===== src/rtl/mqf_pkg.sv =====
package mqf_pkg;

  // Read-side phase: normal running, or the blank edge after a select.
  typedef enum logic {
    RD_RUN    = 1'b0,
    RD_SWITCH = 1'b1
  } rd_phase_e;

endpackage


===== src/rtl/mqf_ram.sv =====
// Simple dual-port storage: one write port, one registered read port with
// read enable. The read register keeps its word while the enable is low.
module mqf_ram #(
  parameter int DATA_W = 36,
  parameter int ADDR_W = 6
) (
  input  logic              clk,
  input  logic              rst,
  input  logic              we,
  input  logic [ADDR_W-1:0] waddr,
  input  logic [DATA_W-1:0] wdata,
  input  logic              re,
  input  logic [ADDR_W-1:0] raddr,
  output logic [DATA_W-1:0] rdata
);

  localparam int WORDS = 1 << ADDR_W;

  logic [DATA_W-1:0] mem [WORDS];

  always_ff @(posedge clk) begin
    if (we) mem[waddr] <= wdata;
  end

  always_ff @(posedge clk) begin
    if (rst)     rdata <= '0;
    else if (re) rdata <= mem[raddr];
  end

endmodule


===== src/rtl/mqf_ptr_bank.sv =====
// Per-queue head/tail pointers, fill levels and registered flags.
module mqf_ptr_bank #(
  parameter int NUM_Q = 4,
  parameter int DEPTH = 16,
  parameter int QA_W  = 2,
  parameter int PTR_W = 4,
  parameter int CNT_W = 5
) (
  input  logic                        clk,
  input  logic                        rst,
  input  logic                        wr_en,
  input  logic [QA_W-1:0]             wr_q,
  input  logic                        pop,
  input  logic [QA_W-1:0]             pop_q,
  output logic                        wr_accept,
  output logic [PTR_W-1:0]            wr_ptr,
  output logic [NUM_Q-1:0][PTR_W-1:0] rd_ptr,
  output logic [NUM_Q-1:0][CNT_W-1:0] level,
  output logic [NUM_Q-1:0]            empty,
  output logic [NUM_Q-1:0]            full
);

  localparam logic [CNT_W-1:0] FULL_LVL = CNT_W'(DEPTH);
  localparam logic [CNT_W-1:0] ONE_LVL  = CNT_W'(1);

  logic [NUM_Q-1:0][PTR_W-1:0] tail;

  assign wr_accept = wr_en && !full[wr_q];
  assign wr_ptr    = tail[wr_q];

  for (genvar g = 0; g < NUM_Q; g++) begin : g_q
    logic             inc, dec;
    logic [PTR_W-1:0] tail_r, head_r;
    logic [CNT_W-1:0] lvl_r;
    logic             emp_r, ful_r;

    assign inc = wr_accept && (wr_q == QA_W'(g));
    assign dec = pop && (pop_q == QA_W'(g));

    always_ff @(posedge clk) begin
      if (rst) begin
        tail_r <= '0;
        head_r <= '0;
        lvl_r  <= '0;
        emp_r  <= 1'b1;
        ful_r  <= 1'b0;
      end else begin
        if (inc) tail_r <= tail_r + 1'b1;
        if (dec) head_r <= head_r + 1'b1;
        case ({inc, dec})
          2'b10: begin
            lvl_r <= lvl_r + 1'b1;
            emp_r <= 1'b0;
            ful_r <= (lvl_r + 1'b1) == FULL_LVL;
          end
          2'b01: begin
            lvl_r <= lvl_r - 1'b1;
            ful_r <= 1'b0;
            emp_r <= lvl_r == ONE_LVL;
          end
          default: ;
        endcase
      end
    end

    assign tail[g]   = tail_r;
    assign rd_ptr[g] = head_r;
    assign level[g]  = lvl_r;
    assign empty[g]  = emp_r;
    assign full[g]   = ful_r;
  end

endmodule


===== src/rtl/mqf_rd_ctrl.sv =====
// Read-side control: queue selection, the two-edge switch window, pop
// acceptance and the storage read request that feeds the output register.
module mqf_rd_ctrl
  import mqf_pkg::*;
#(
  parameter int NUM_Q = 4,
  parameter int QA_W  = 2,
  parameter int PTR_W = 4,
  parameter int CNT_W = 5
) (
  input  logic                        clk,
  input  logic                        rst,
  input  logic                        sel_stb,
  input  logic [QA_W-1:0]             rd_q,
  input  logic                        rd_en,
  input  logic [NUM_Q-1:0][PTR_W-1:0] rd_ptr,
  input  logic [NUM_Q-1:0][CNT_W-1:0] level,
  output logic [QA_W-1:0]             sel_q,
  output logic                        pop,
  output logic                        ram_re,
  output logic [QA_W+PTR_W-1:0]       ram_raddr,
  output logic                        rd_valid
);

  rd_phase_e        phase;
  logic             busy;
  logic [PTR_W-1:0] head;
  logic [CNT_W-1:0] left;

  // No read request at the select edge nor on the edge after it.
  assign busy      = sel_stb || (phase == RD_SWITCH);
  assign pop       = rd_en && rd_valid && !busy;
  assign head      = rd_ptr[sel_q] + PTR_W'(pop);
  assign left      = level[sel_q] - CNT_W'(pop);
  assign ram_re    = !busy && (left != '0);
  assign ram_raddr = {sel_q, head};

  always_ff @(posedge clk) begin
    if (rst) begin
      phase    <= RD_RUN;
      sel_q    <= '0;
      rd_valid <= 1'b0;
    end else begin
      phase    <= sel_stb ? RD_SWITCH : RD_RUN;
      if (sel_stb) sel_q <= rd_q;
      rd_valid <= ram_re;
    end
  end

endmodule


===== src/rtl/mq_fwft_buf.sv =====
module mq_fwft_buf #(
  parameter int DATA_W = 36,
  parameter int NUM_Q  = 4,
  parameter int DEPTH  = 16
) (
  input  logic                     clk,
  input  logic                     rst,
  input  logic                     wr_en,
  input  logic [$clog2(NUM_Q)-1:0] wr_q,
  input  logic [DATA_W-1:0]        wr_data,
  input  logic                     sel_stb,
  input  logic [$clog2(NUM_Q)-1:0] rd_q,
  input  logic                     rd_en,
  output logic [DATA_W-1:0]        rd_data,
  output logic                     rd_valid,
  output logic [NUM_Q-1:0]         q_empty,
  output logic [NUM_Q-1:0]         q_full
);

  localparam int QA_W   = $clog2(NUM_Q);
  localparam int PTR_W  = $clog2(DEPTH);
  localparam int CNT_W  = PTR_W + 1;
  localparam int ADDR_W = QA_W + PTR_W;

  logic                        wr_accept;
  logic [PTR_W-1:0]            wr_ptr;
  logic [NUM_Q-1:0][PTR_W-1:0] head_ptr;
  logic [NUM_Q-1:0][CNT_W-1:0] level;
  logic [QA_W-1:0]             sel_q;
  logic                        rd_pop;
  logic                        ram_re;
  logic [ADDR_W-1:0]           ram_raddr;

  mqf_ptr_bank #(
    .NUM_Q(NUM_Q), .DEPTH(DEPTH), .QA_W(QA_W), .PTR_W(PTR_W), .CNT_W(CNT_W)
  ) u_ptr (
    .clk      (clk),
    .rst      (rst),
    .wr_en    (wr_en),
    .wr_q     (wr_q),
    .pop      (rd_pop),
    .pop_q    (sel_q),
    .wr_accept(wr_accept),
    .wr_ptr   (wr_ptr),
    .rd_ptr   (head_ptr),
    .level    (level),
    .empty    (q_empty),
    .full     (q_full)
  );

  mqf_rd_ctrl #(
    .NUM_Q(NUM_Q), .QA_W(QA_W), .PTR_W(PTR_W), .CNT_W(CNT_W)
  ) u_ctrl (
    .clk      (clk),
    .rst      (rst),
    .sel_stb  (sel_stb),
    .rd_q     (rd_q),
    .rd_en    (rd_en),
    .rd_ptr   (head_ptr),
    .level    (level),
    .sel_q    (sel_q),
    .pop      (rd_pop),
    .ram_re   (ram_re),
    .ram_raddr(ram_raddr),
    .rd_valid (rd_valid)
  );

  mqf_ram #(
    .DATA_W(DATA_W), .ADDR_W(ADDR_W)
  ) u_ram (
    .clk  (clk),
    .rst  (rst),
    .we   (wr_accept),
    .waddr({wr_q, wr_ptr}),
    .wdata(wr_data),
    .re   (ram_re),
    .raddr(ram_raddr),
    .rdata(rd_data)
  );

endmodule


===== config.mk =====
export PLATFORM = sky130hd
export DESIGN_NAME = mq_fwft_buf
export DESIGN_NICKNAME = d
export VERILOG_FILES = /design/src/rtl/mqf_pkg.sv /design/src/rtl/mqf_ram.sv /design/src/rtl/mqf_ptr_bank.sv /design/src/rtl/mqf_rd_ctrl.sv /design/src/rtl/mq_fwft_buf.sv
export SDC_FILE = /design/constraint.sdc
export NUM_CORES = 2
export LEC_CHECK = 0
export BUFFER_PORTS_ARGS = -buffer_cell sky130_fd_sc_hd__clkbuf_2
export CORE_UTILIZATION = 45
export DETAILED_ROUTE_END_ITERATION = 8
export MAX_ROUTING_LAYER = met4
export PLACE_DENSITY_LB_ADDON = 0.3
export SLEW_MARGIN = 5
export SYNTH_ARGS = -nofsm -noshare
export SYNTH_HDL_FRONTEND = slang
export SYNTH_SLANG_ARGS = --single-unit
export TNS_END_PERCENT = 20

===== constraint.sdc =====
create_clock -name clk -period 4.1 [get_ports clk]
set_input_delay 0.41 -clock clk [delete_from_list [all_inputs] [get_ports clk]]
set_output_delay 0.41 -clock clk [all_outputs]
set_load 0.05 [all_outputs]

==> results.py <==
metrics = {
    "global_route": {
        "gr-usage-all-layers_pct": 26.77,
        "overflow": 0,
        "antenna_found_initial": 16,
        "grt_pass1_vias": 55050,
        "grt_pass1_wl_mm": 394.5,
        "grt_max_degree": 115,
    },
    "die": {
        "core_um2": 207100,
        "start_util_pct": 45.31,
        "die_x_um": 458.6,
        "num_rows": 167,
        "ioPinCount": 90,
        "die_h_um": 458.6,
        "die_area_um2": 210300,
    },
    "logic_synthesis": {
        "ys_async_sr_fraction_pct": 0,
        "syn_inst": 6637,
        "avgSynthCellArea_um2": 14.14,
        "synthTopCellsByArea": "edfxtp_1 74%, nand2_1 6.1%, mux2i_1 4.5%",
        "synthesis.nets": 6712,
        "synth_area_leader_cell": "edfxtp_1",
        "synth_cell_types": 46,
        "ys.flop_type": "edfxtp_1",
        "synth.top_cell.area_share_pct": 73.74,
        "yosysSeqAreaShare_pct": 75.87,
        "synth_edf_count": 2304,
        "ys_ff_latch": 2404,
        "ys.warnings.count": 0,
        "mappedNetlistArea_um2": 93830,
    },
    "power": {
        "p_leak_nw": 38.16,
        "power_density_nw_per_um2": 462.7,
        "power.internal_mw": 39.47,
        "pwr-share-seq_pct": 54.1,
        "power.share.clock_pct": 42.5,
        "irDropWorstVdd_mv": 0.3712,
        "p_comb_share_pct": 3.4,
        "p_sw_share_pct": 21.18,
        "power.switching_mw": 10.60,
    },
    "layout": {
        "area_growth_pct": 15.34,
        "layout-drive-gt1-share_pct": 12.55,
        "fillers": 16790,
        "layoutNonFillerInstCount": 9888,
        "final_common_cell": "edfxtp_1",
        "fin_util_pct": 52.26,
        "fin_nets": 6973,
        "layout_common_cells": "2304 x edfxtp_1, 1529 x nand2_1, 732 x a21oi_1",
    },
    "clock_network": {
        "cts_buffer_depth": 3,
        "clock_latency_ns": 0.89,
        "numCtsBuffers": 230,
        "htreeDepth": 4,
        "path_clk_slew_ns": 0.06,
        "cts_tree": "built",
        "cts.sinks": 2404,
        "ctsRootBufferMaster": "clkbuf_16",
    },
    "min_path": {
        "hold_start": "wr_data[19]",
        "hold_path_end": "u_ram.mem[28][19]",
        "hp-class": "in2reg",
        "min_path_cells": 1,
    },
    "worst_setup_path": {
        "arrival_ns": 4.79,
        "startpoint_type": "flip-flop",
        "worstSetupPathType": "reg2reg",
        "crit_required_ns": 4.89,
        "r2r_slack_ns": 0.11,
        "worst-r2r-cell-count": 10,
        "r2r-end": "u_ram.rdata[0]",
        "endpoint_kind": "flip-flop",
        "startpoint": "u_ctrl.sel_q[0]",
        "timing.rr.start": "u_ctrl.sel_q[0]",
        "path_max_fanout": 93,
    },
    "placed_design": {
        "dpl.cell_count": 9431,
        "detailedPlace.worstSlack_ns": -0.2039,
        "io_buffers": 89,
        "place.gp.congestion": 0.8583,
        "dp_hpwl_mm": 156.1,
    },
    "sta": {
        "rsz0062_at_grt": "no",
        "tightest_slew_ns": 1.258,
        "max_slew_margin_pct": 16.16,
        "setup_ws_ns": 0.1063,
        "final.period_utilization_pct": 97.41,
        "period_minus_slack_ns": 3.994,
        "hold_ws_ns": 0.06361,
        "max_freq_ghz": 0.2504,
        "fin_skew_ns": 0.03486,
        "hold_violations": 0,
        "drv_slew": 0,
        "setup_tns_ns": 0,
        "setup_viol": 0,
    },
    "route": {
        "drtIter0Drc": 8258,
        "viasPerCell": 5.962,
        "drt-pass1-iter-count": 8,
        "dr_total_vias": 58950,
        "antenna_left": 0,
        "finalWirelength_mm": 280.3,
        "wl_per_cell_um": 28.35,
        "drc_errors": 0,
    },
    "status": {
        "status": "finished, final reports clean",
    },
    "run": {
        "maxCapViolCount": 0,
    },
}
area by class of cell:
type	instances	area (µm²)	share of cell area, %
Antenna cell	11	27.53	0.02544
Clock buffer	305	6210	5.738
Clock inverter	118	1374	1.269
Inverter	17	63.81	0.05896
Multi-Input combinational cell	3787	21330	19.71
Sequential cell	2404	71190	65.78
Tap cell	2788	3488	3.223
Timing Repair Buffer	458	4533	4.189
state kept, by name, summed over array words and instances, names as in the netlist:
name and count:
u_ram.mem 2304, u_ctrl.phase 1, u_ptr.g_q.emp_r 4, u_ptr.g_q.tail_r 16, u_ptr.g_q.head_r 16, u_ctrl.sel_q 2
u_ram.rdata 36, u_ptr.g_q.ful_r 4, u_ctrl.rd_valid 1, u_ptr.g_q.lvl_r 20
what timing repair did:
action	4_1_cts	5_1_grt
pin swaps	0	4
hold endpoints to repair	4	0
hold buffers	4	0
resized for setup	4	15
setup buffers	0	15
setup endpoints to repair	14	26
cloned	0	4
per-stage QoR:
stage	area, µm²	power, mW
floorplan	93830	28.33
global placement	100300	29.26
detailed placement	100300	29.29
CTS	107900	50.26
global route	108200	51.25
finish	108200	50.07
how the worst max path moves through the flow:
stage                                 end  cells after the start
after global routing      u_ram.rdata[34]                     13
after global placement     u_ram.rdata[0]                     12
after CTS                  u_ram.rdata[0]                     13
final                      u_ram.rdata[0]                     10
after floorplan           u_ram.mem[1][0]                      6
after detailed placement  u_ram.rdata[15]                     12
worst max-delay path: stages, from the launching register on:
cell and delay, ns:
dfxtp_1 0.39, mux4_2 0.53, buf_4 0.19, xnor2_4 0.69, buf_12 0.46, mux2i_1 0.17
o22ai_1 0.21, nor4_1 0.08, a21oi_1 0.62, a21oi_1 0.18, a211oi_1 0.28
routing by layer:
layer | share of wire, % | routed length [µm] | track usage [%] | vias to the layer above
li1 | - | - | - | 25400
met1 | 40 | 110800 | 36.06 | 29700
met2 | 46 | 127800 | 40.09 | 3302
met3 | 11 | 31060 | 6.049 | 553
met4 | 3.8 | 10640 | 9.153 | 0
met5 | 0 | 0 | - | -
cells by family after synthesis:
kind of cell | count (synthesis) | share of synthesized area (%)
AO/OA/AOI/OAI | 1102 | 6.583
XOR/XNOR | 48 | 0.4681
adder cells (fa/ha/maj) | 30 | 0.4000
buffers and inverters | 446 | 2.108
flip-flops | 2404 | 75.87
multiplexers | 432 | 4.729
AND/OR/NAND/NOR | 2175 | 9.841
synth_stat cells, drive strengths merged, types with 4 or more instances:
library cell and count:
edfxtp 2304, nand2 1529, a21oi 738, mux2i 423, clkbuf 235, nor4 196
buf 194, o22ai 183, nor2 168, nand3 148, dfxtp 100, a211oi 66
nand4 55, a32oi 52, o21ai 35, xor2 33, ha 30, or4 20
inv 17, xnor2 15, nor3 14, mux4 9, o31ai 9, nand2b 6
nor4b 6, a21o 5, and2 5, nor2b 5, or3 5, a22oi 4
a31oi 4, nand4b 4, or2 4, or4b 4
power by group through the flow:
stage / Combinational [mW] / Sequential (mW) / Clock (mW)
floorplan: 0.659 / 27.7 / 0
global placement: 1.64 / 27.6 / 0
detailed placement: 1.67 / 27.6 / 0
CTS: 1.68 / 27.1 / 21.5
global route: 1.79 / 27.1 / 22.4
finish: 1.69 / 27.1 / 21.3
Note: power is estimated with default switching activity, not from simulation.
